===== src/rtl/adc_sp_pkg.sv =====
package adc_sp_pkg;
   localparam int FRAME_SLOTS = 16;
   localparam int LEAD_ZEROS  = 2;

   typedef struct packed {
      logic rise;
      logic fall;
   } edge_t;
endpackage


===== src/rtl/adc_sp_edge.sv =====
module adc_sp_edge
   import adc_sp_pkg::*;
#(
   parameter int   STAGES  = 2,
   parameter logic RST_VAL = 1'b1
) (
   input  logic  clk,
   input  logic  rst_n,
   input  logic  din,
   output edge_t ev
);
   if (STAGES < 2) begin : g_bad_stages
      $error("adc_sp_edge: STAGES must be at least 2");
   end

   logic [STAGES:0] chain;

   always_ff @(posedge clk or negedge rst_n) begin
      if (!rst_n) chain <= {(STAGES+1){RST_VAL}};
      else        chain <= {chain[STAGES-1:0], din};
   end

   assign ev.rise = chain[STAGES-1] & ~chain[STAGES];
   assign ev.fall = ~chain[STAGES-1] & chain[STAGES];
endmodule


===== src/rtl/adc_sp_shift.sv =====
module adc_sp_shift #(
   parameter int RES   = 12,
   parameter int FRAME = 16,
   parameter int LEAD  = 2,
   localparam int CW   = $clog2(FRAME + 1)
) (
   input  logic           clk,
   input  logic           rst_n,
   input  logic           load,
   input  logic           shift,
   input  logic           clear,
   input  logic [RES-1:0] sample,
   output logic           sdata,
   output logic           oe,
   output logic [CW-1:0]  slot
);
   if (LEAD + RES > FRAME) begin : g_bad_fit
      $error("adc_sp_shift: frame too short for resolution");
   end

   logic [FRAME-1:0] word;
   logic [FRAME-1:0] sr;

   always_comb begin
      word = '0;
      word[FRAME-1-LEAD -: RES] = sample;
   end

   always_ff @(posedge clk or negedge rst_n) begin
      if (!rst_n) begin
         sr   <= '0;
         oe   <= 1'b0;
         slot <= '0;
      end else if (clear) begin
         oe   <= 1'b0;
         slot <= '0;
      end else if (load) begin
         sr   <= word;
         oe   <= 1'b1;
         slot <= '0;
      end else if (shift && oe) begin
         sr   <= {sr[FRAME-2:0], 1'b0};
         slot <= slot + 1'b1;
         if (slot == CW'(FRAME - 1)) oe <= 1'b0;
      end
   end

   assign sdata = sr[FRAME-1];
endmodule


===== src/rtl/adc_sp_ctrl.sv =====
module adc_sp_ctrl #(
   parameter int RES = 12,
   parameter int CW  = 5,
   localparam int NCYC = RES + 2,
   localparam bit PD_ON_ABORT = (RES == 8)
) (
   input  logic          clk,
   input  logic          rst_n,
   input  logic          cs_fall,
   input  logic          cs_rise,
   input  logic          sclk_rise,
   input  logic [CW-1:0] slot,
   output logic          hold,
   output logic          pdown
);
   always_ff @(posedge clk or negedge rst_n) begin
      if (!rst_n)                                         hold <= 1'b0;
      else if (cs_rise)                                   hold <= 1'b0;
      else if (cs_fall)                                   hold <= 1'b1;
      else if (sclk_rise && (slot >= CW'(NCYC - 1)))      hold <= 1'b0;
   end

   if (PD_ON_ABORT) begin : g_pd
      always_ff @(posedge clk or negedge rst_n) begin
         if (!rst_n)                pdown <= 1'b0;
         else if (cs_rise && hold)  pdown <= 1'b1;
         else if (cs_fall)          pdown <= 1'b0;
      end
   end else begin : g_no_pd
      assign pdown = 1'b0;
   end
endmodule


===== src/rtl/adc_serial_port.sv =====
module adc_serial_port
   import adc_sp_pkg::*;
#(
   parameter int RES         = 12,
   parameter int SYNC_STAGES = 2,
   localparam int CW         = $clog2(FRAME_SLOTS + 1)
) (
   input  logic           clk,
   input  logic           rst_n,
   input  logic           cs_n,
   input  logic           sclk,
   input  logic [RES-1:0] sample_in,
   output logic           sdata_o,
   output logic           sdata_oe,
   output logic           hold_o,
   output logic           pdown_o
);
   if (!(RES == 8 || RES == 10 || RES == 12)) begin : g_bad_res
      $error("adc_serial_port: RES must be 8, 10 or 12");
   end

   edge_t         cs_ev, sclk_ev;
   logic          cs_fall, cs_rise, sclk_fall, sclk_rise;
   logic [CW-1:0] slot;

   adc_sp_edge #(.STAGES(SYNC_STAGES), .RST_VAL(1'b1)) u_cs_edge (
      .clk(clk), .rst_n(rst_n), .din(cs_n), .ev(cs_ev));

   adc_sp_edge #(.STAGES(SYNC_STAGES), .RST_VAL(1'b1)) u_sclk_edge (
      .clk(clk), .rst_n(rst_n), .din(sclk), .ev(sclk_ev));

   assign cs_fall   = cs_ev.fall;
   assign cs_rise   = cs_ev.rise;
   assign sclk_fall = sclk_ev.fall;
   assign sclk_rise = sclk_ev.rise;

   adc_sp_shift #(.RES(RES), .FRAME(FRAME_SLOTS), .LEAD(LEAD_ZEROS)) u_shift (
      .clk(clk), .rst_n(rst_n),
      .load(cs_fall), .shift(sclk_fall), .clear(cs_rise),
      .sample(sample_in),
      .sdata(sdata_o), .oe(sdata_oe), .slot(slot));

   adc_sp_ctrl #(.RES(RES), .CW(CW)) u_ctrl (
      .clk(clk), .rst_n(rst_n),
      .cs_fall(cs_fall), .cs_rise(cs_rise), .sclk_rise(sclk_rise),
      .slot(slot), .hold(hold_o), .pdown(pdown_o));
endmodule


===== config.mk =====
export PLATFORM = sky130hd
export DESIGN_NAME = adc_serial_port
export DESIGN_NICKNAME = d
export VERILOG_FILES = /design/src/rtl/adc_sp_pkg.sv /design/src/rtl/adc_sp_edge.sv /design/src/rtl/adc_sp_shift.sv /design/src/rtl/adc_sp_ctrl.sv /design/src/rtl/adc_serial_port.sv
export SDC_FILE = /design/constraint.sdc
export NUM_CORES = 1
export LEC_CHECK = 0
export BUFFER_PORTS_ARGS = -buffer_cell sky130_fd_sc_hd__buf_2
export CAP_MARGIN = 20
export CORE_ASPECT_RATIO = 0.5
export CORE_MARGIN = 1
export CORE_UTILIZATION = 45
export CTS_CLUSTER_SIZE = 40
export DETAILED_ROUTE_END_ITERATION = 10
export MAX_ROUTING_LAYER = met4
export PLACE_DENSITY_LB_ADDON = 0.08
export SLEW_MARGIN = 0
export SYNTH_ARGS = -nofsm -noshare
export SYNTH_HDL_FRONTEND = slang
export SYNTH_HIERARCHICAL = 1
export SYNTH_SLANG_ARGS = --single-unit

===== constraint.sdc =====
create_clock -name clk -period 1.63 [get_ports clk]
set_input_delay 0.163 -clock clk [delete_from_list [all_inputs] [get_ports clk]]
set_output_delay 0.163 -clock clk [all_outputs]
set_load 0.02 [all_outputs]

Yosys cells after proc, flatten, opt, wreduce, memory -nomap -nowiden. Index checks and enable logic that the tools add are counted.

Add/subtract/negate cells: 1. Magnitude comparators: 1. Equal/unequal tests: 1. Muxes and demuxes: 12. Bitwise logic cells: 9. Reductions and logical operators: 8.

Operator list (count): 2-to-1 mux 16 bit (2); 2-to-1 mux 5 bit (3); nonzero test 3 bit (3); 2-to-1 mux 1 bit (7); adder 5 x 1 -> 5 bit, second input constant (1); equality test 5 x 4 -> 1 bit, second input constant (1); >= comparator 5 x 4 -> 1 bit, second input constant (1); inverter 1 bit (5); bitwise AND 1 bit (4); AND reduction 2 bit (2); logical AND 1 bit (2); nonzero test 2 bit (1).

Register bits after elaboration: 29. Input bits: 16. Output and inout port bits: 4. Word-level logic and storage cells: 38.

Longest topological paths before layout.
Depth after elaboration: 6. Depth in mapped cells: 6. Depth with buffers taken out: 6.

By module. Netlist, hierarchy kept.

By module, submodules not included: adc_sp_shift (times used 1, cells each 84, area each 1089.8 um^2, sequential area each 500.5 um^2); adc_sp_edge (times used 2, cells each 5, area each 93.8 um^2, sequential area each 78.8 um^2); adc_sp_ctrl (times used 1, cells each 8, area each 71.3 um^2, sequential area each 25.0 um^2).

Least setup slack after synthesis. OpenSTA, ideal clock, no wires.

Path type: register -> register. Start: register u_cs_edge.chain[1]. End: register u_shift.sr[12]. Library setup time: 125 ps. Arrival: 1515 ps. Data required time: 1505 ps. Path slack: -10 ps. Cell stages (with the launch flop): 6. Buffers on the path: 2. Period minus slack after synthesis: 1640 ps. Path through: dfstp_2 and2b_2 buf_6 buf_8 mux2_4 mux2_4.

RTL lines: start, declared (line adc_sp_edge.sv:16) `logic [STAGES:0] chain;`; start signal, assigned (line adc_sp_edge.sv:19) `if (!rst_n) chain <= {(STAGES+1){RST_VAL}};`; start signal, assigned (line adc_sp_edge.sv:20) `else chain <= {chain[STAGES-1:0], din};`; end signal, assigned (line adc_sp_shift.sv:38) `sr <= word;`; end signal, assigned (line adc_sp_shift.sv:42) `sr <= {sr[FRAME-2:0], 1'b0};`; end, declared (line adc_sp_shift.sv:22) `logic [FRAME-1:0] sr;`.

==> flow_metrics.env <==
export IMPL_cp_max_fo=7
export IMPL_cp_end_kind="flip-flop"
export IMPL_fin_skew_ns=0.006823
export IMPL_criticalPathCategory="flip-flop to flip-flop"
export IMPL_cp_arrival_ns=1.81
export IMPL_num_io_pins=20
export IMPL_grt_max_degree=28
export IMPL_crit_start="u_cs_edge/chain[2]"
export IMPL_timing_final_crit_share_pct=101.1
export IMPL_finalSetupViolCount=1
export IMPL_cts_buffers=3
export IMPL_clk_latency_ns=0.27
export IMPL_antenna_found_initial=0
export IMPL_violations="setup timing"
export IMPL_finalHoldViolCount=0
export IMPL_synth_top_area_cell="dfrtp_1"
export IMPL_r2r_start="u_cs_edge/chain[2]"
export IMPL_cts_root_buf="clkbuf_8"
export IMPL_status="complete, but fails checks"
export IMPL_rows=13
export IMPL_routed_via_count=852
export IMPL_syn_to_final_growth_pct=24.77
export IMPL_worst_slew_pin_slew_ns=0.5875
export IMPL_clock_sinks=27
export IMPL_grt_pass1_wl_um=3712
export IMPL_grt_use_total_pct=16.58
export IMPL_wl_um=2425
export IMPL_min_path_type="input port to flip-flop"
export IMPL_ir_drop_v=0.0006815
export IMPL_hp_start="sample_in[0]"
export IMPL_core_area_um2=2716
export IMPL_synth_distinct_cells=30
export IMPL_drt_first_pass_iters=4
export IMPL_htree_levels=1
export IMPL_clkTransAtPathRegs_ns=0.09
export IMPL_clock_path_buffers=2
export IMPL_drv_slew=0
export IMPL_p_leak_nw=0.7833
export IMPL_startpoint_type="flip-flop"
export IMPL_total_power_mw=1.903
export IMPL_vias_per_cell=5.041
export IMPL_drc=0
export IMPL_synth_edf_count=0
export IMPL_tritoncts="yes"
export IMPL_period_needed_ns=1.647
export IMPL_avgRoutedWirePerCell_um=14.35
export IMPL_die_h_um=40.72
export IMPL_synthCells=102
export IMPL_grt_setup_unrepaired="true"
export IMPL_synth_area_leaders="dfrtp_1, mux2_4, dfstp_2"
export IMPL_num_antenna_cells=0
export IMPL_ys_flop_type="dfrtp_1"
export IMPL_drive_above_1_share_pct=52.27
export IMPL_postRouteAntennaNets=0
export IMPL_final_core_util_pct=61.95
export IMPL_required_ns=1.79
export IMPL_fill_cells=225
export IMPL_drtIter0Drc=25
export IMPL_yosysMostFrequentCell="dfrtp_1"
export IMPL_synth_top_area_share_pct=38.96
export IMPL_fp_dieW_um=79.43
export IMPL_grt_ovfl_total=0
export IMPL_cap_viol_max_count=0
export IMPL_synthesis_area_um2=1349
export IMPL_dieArea_um2=3234
export IMPL_clock_fmax_mhz=607.1
export IMPL_synth_common_cells="dfrtp_1, mux2_4, mux2_2, a21oi_1, dfstp_2"
export IMPL_ys_warnings_count=6
export IMPL_grt_pass1_vias=810
export IMPL_post_dp_hpwl_um=1568
export IMPL_powerDensity_nw_per_um2=1131
export IMPL_io_buffers=18
export IMPL_syn_num_nets=120
export IMPL_slew_headroom_pct=60.83
export IMPL_syn_area_per_cell_um2=13.22
export IMPL_setup_ws_ns=-0.01726
export IMPL_synth_yosys_seq_area_share_pct=50.65
export IMPL_gp_congestion=0.6990
export IMPL_nNetsFinal=151
export IMPL_ys_ff_latch=27
export IMPL_start_util_pct=49.65
export IMPL_async_reset_ff_share_pct=100.0
==> cell usage in the layout (no fill, tap or decap), types with 2 or more instances in the layout <==
master	n
buf_4	6
nor2_1	4
nand2_1	5
clkbuf_8	3
dfrtp_1	21
mux2_4	20
dlygate4sd3_1	3
nand3_1	3
o21ai_0	5
ha_1	2
clkbuf_16	2
nor2b_1	3
buf_6	2
buf_12	2
mux2_2	2
buf_2	18
and4b_1	2
dfstp_2	6
a21oi_1	6
xor2_1	2
==> power by group <==
| group | switching [mW] | internal (mW) |
|---|---|---|
| combinational | 0.184 | 0.398 |
| clock | 0.201 | 0.171 |
| sequential | 0.107 | 0.842 |
==> final timing paths <==
check,end,slack [ns],cells after the start
max,u_shift/sr[7],-0.02,4
min,u_shift/sr[2],0.14,3
max reg2reg,u_shift/sr[7],-0.02,4
min reg2reg,u_cs_edge/chain[1],0.36,0
max in group asynchronous,u_shift/slot[1],0.81,2
min in group asynchronous,u_shift/sr[9],0.43,2
==> stage by stage <==
| step | setup WS (ns) | hold WS, ns | TNS [ns] | area [um^2] | cells |
|---|---|---|---|---|---|
| after detailed placement | -0.2559 | 0.2021 | -2.133 | 1461 | 156 |
| after floorplan | -0.01050 | -0.1326 | -0.05250 | 1349 | 102 |
| after global routing | -0.04839 | 0.1541 | -0.1401 | 1683 | 169 |
| after global placement | -0.2083 | 0.1862 | -1.789 | 1461 | 156 |
| after CTS | 0.003453 | 0.1294 | 0 | 1590 | 165 |
| final | -0.01726 | 0.1365 | -0.01726 | 1683 | 169 |
==> cell type report <==
cell class / instances / area (um^2) / area share [%]
sequential: 27 / 683.2 / 40.59
multi-input combinational: 67 / 625.6 / 37.17
timing repair buffer: 33 / 277.8 / 16.51
tap: 37 / 46.29 / 2.751
clock buffer: 3 / 41.29 / 2.454
clock inverter: 1 / 5.005 / 0.2974
inverter: 1 / 3.754 / 0.2230
==> what timing repair did <==
action	in CTS	in global routing
buffers inserted	2	2
gates cloned	0	2
pin swaps	1	1
hold endpoints to repair	23	0
endpoints found under the setup margin	11	14
hold buffers	3	0
gates resized for setup	5	8
==> sequential cells by signal, indices dropped and copies added (netlist names) <==
| name | cells |
|---|---|
| u_sclk_edge/chain | 3 |
| u_cs_edge/chain | 3 |
| u_ctrl/hold | 1 |
| u_shift/sr | 14 |
| u_shift/oe | 1 |
| u_shift/slot | 5 |
==> per-layer routing <==
layer / vias to the layer above / wire length [um] / track usage [%]
met2: 15 / 1110 / 27.14
met4: 0 / 8 / 4.091
li1: 413 / - / -
met5: - / 0 / -
met3: 2 / 82 / 4.667
met1: 422 / 1224 / 20.90
==> worst max-delay path: stages, from the launching register on <==
cell,delay [ns]
dfstp_2,0.54
and2b_4,0.23
clkbuf_16,0.17
mux2_2,0.33
mux2_4,0.26
==> kinds of logic (layout without fill, tap and decap cells) <==
group                      count (synthesis)  after routing  synth area share, %
DFF                                       27             27                50.65
xor gates and xnor gates                   2              2                1.299
adders and majority gates                  2              2                1.855
muxes                                     22             22                22.54
other                                      1              1               0.2780
buffers and inverters                      8             38                5.379
AOI/OAI and AO/OA                         15             15                7.143
and+or+nand+nor                           25             25                10.85
(Power assumes the default switching activity.)
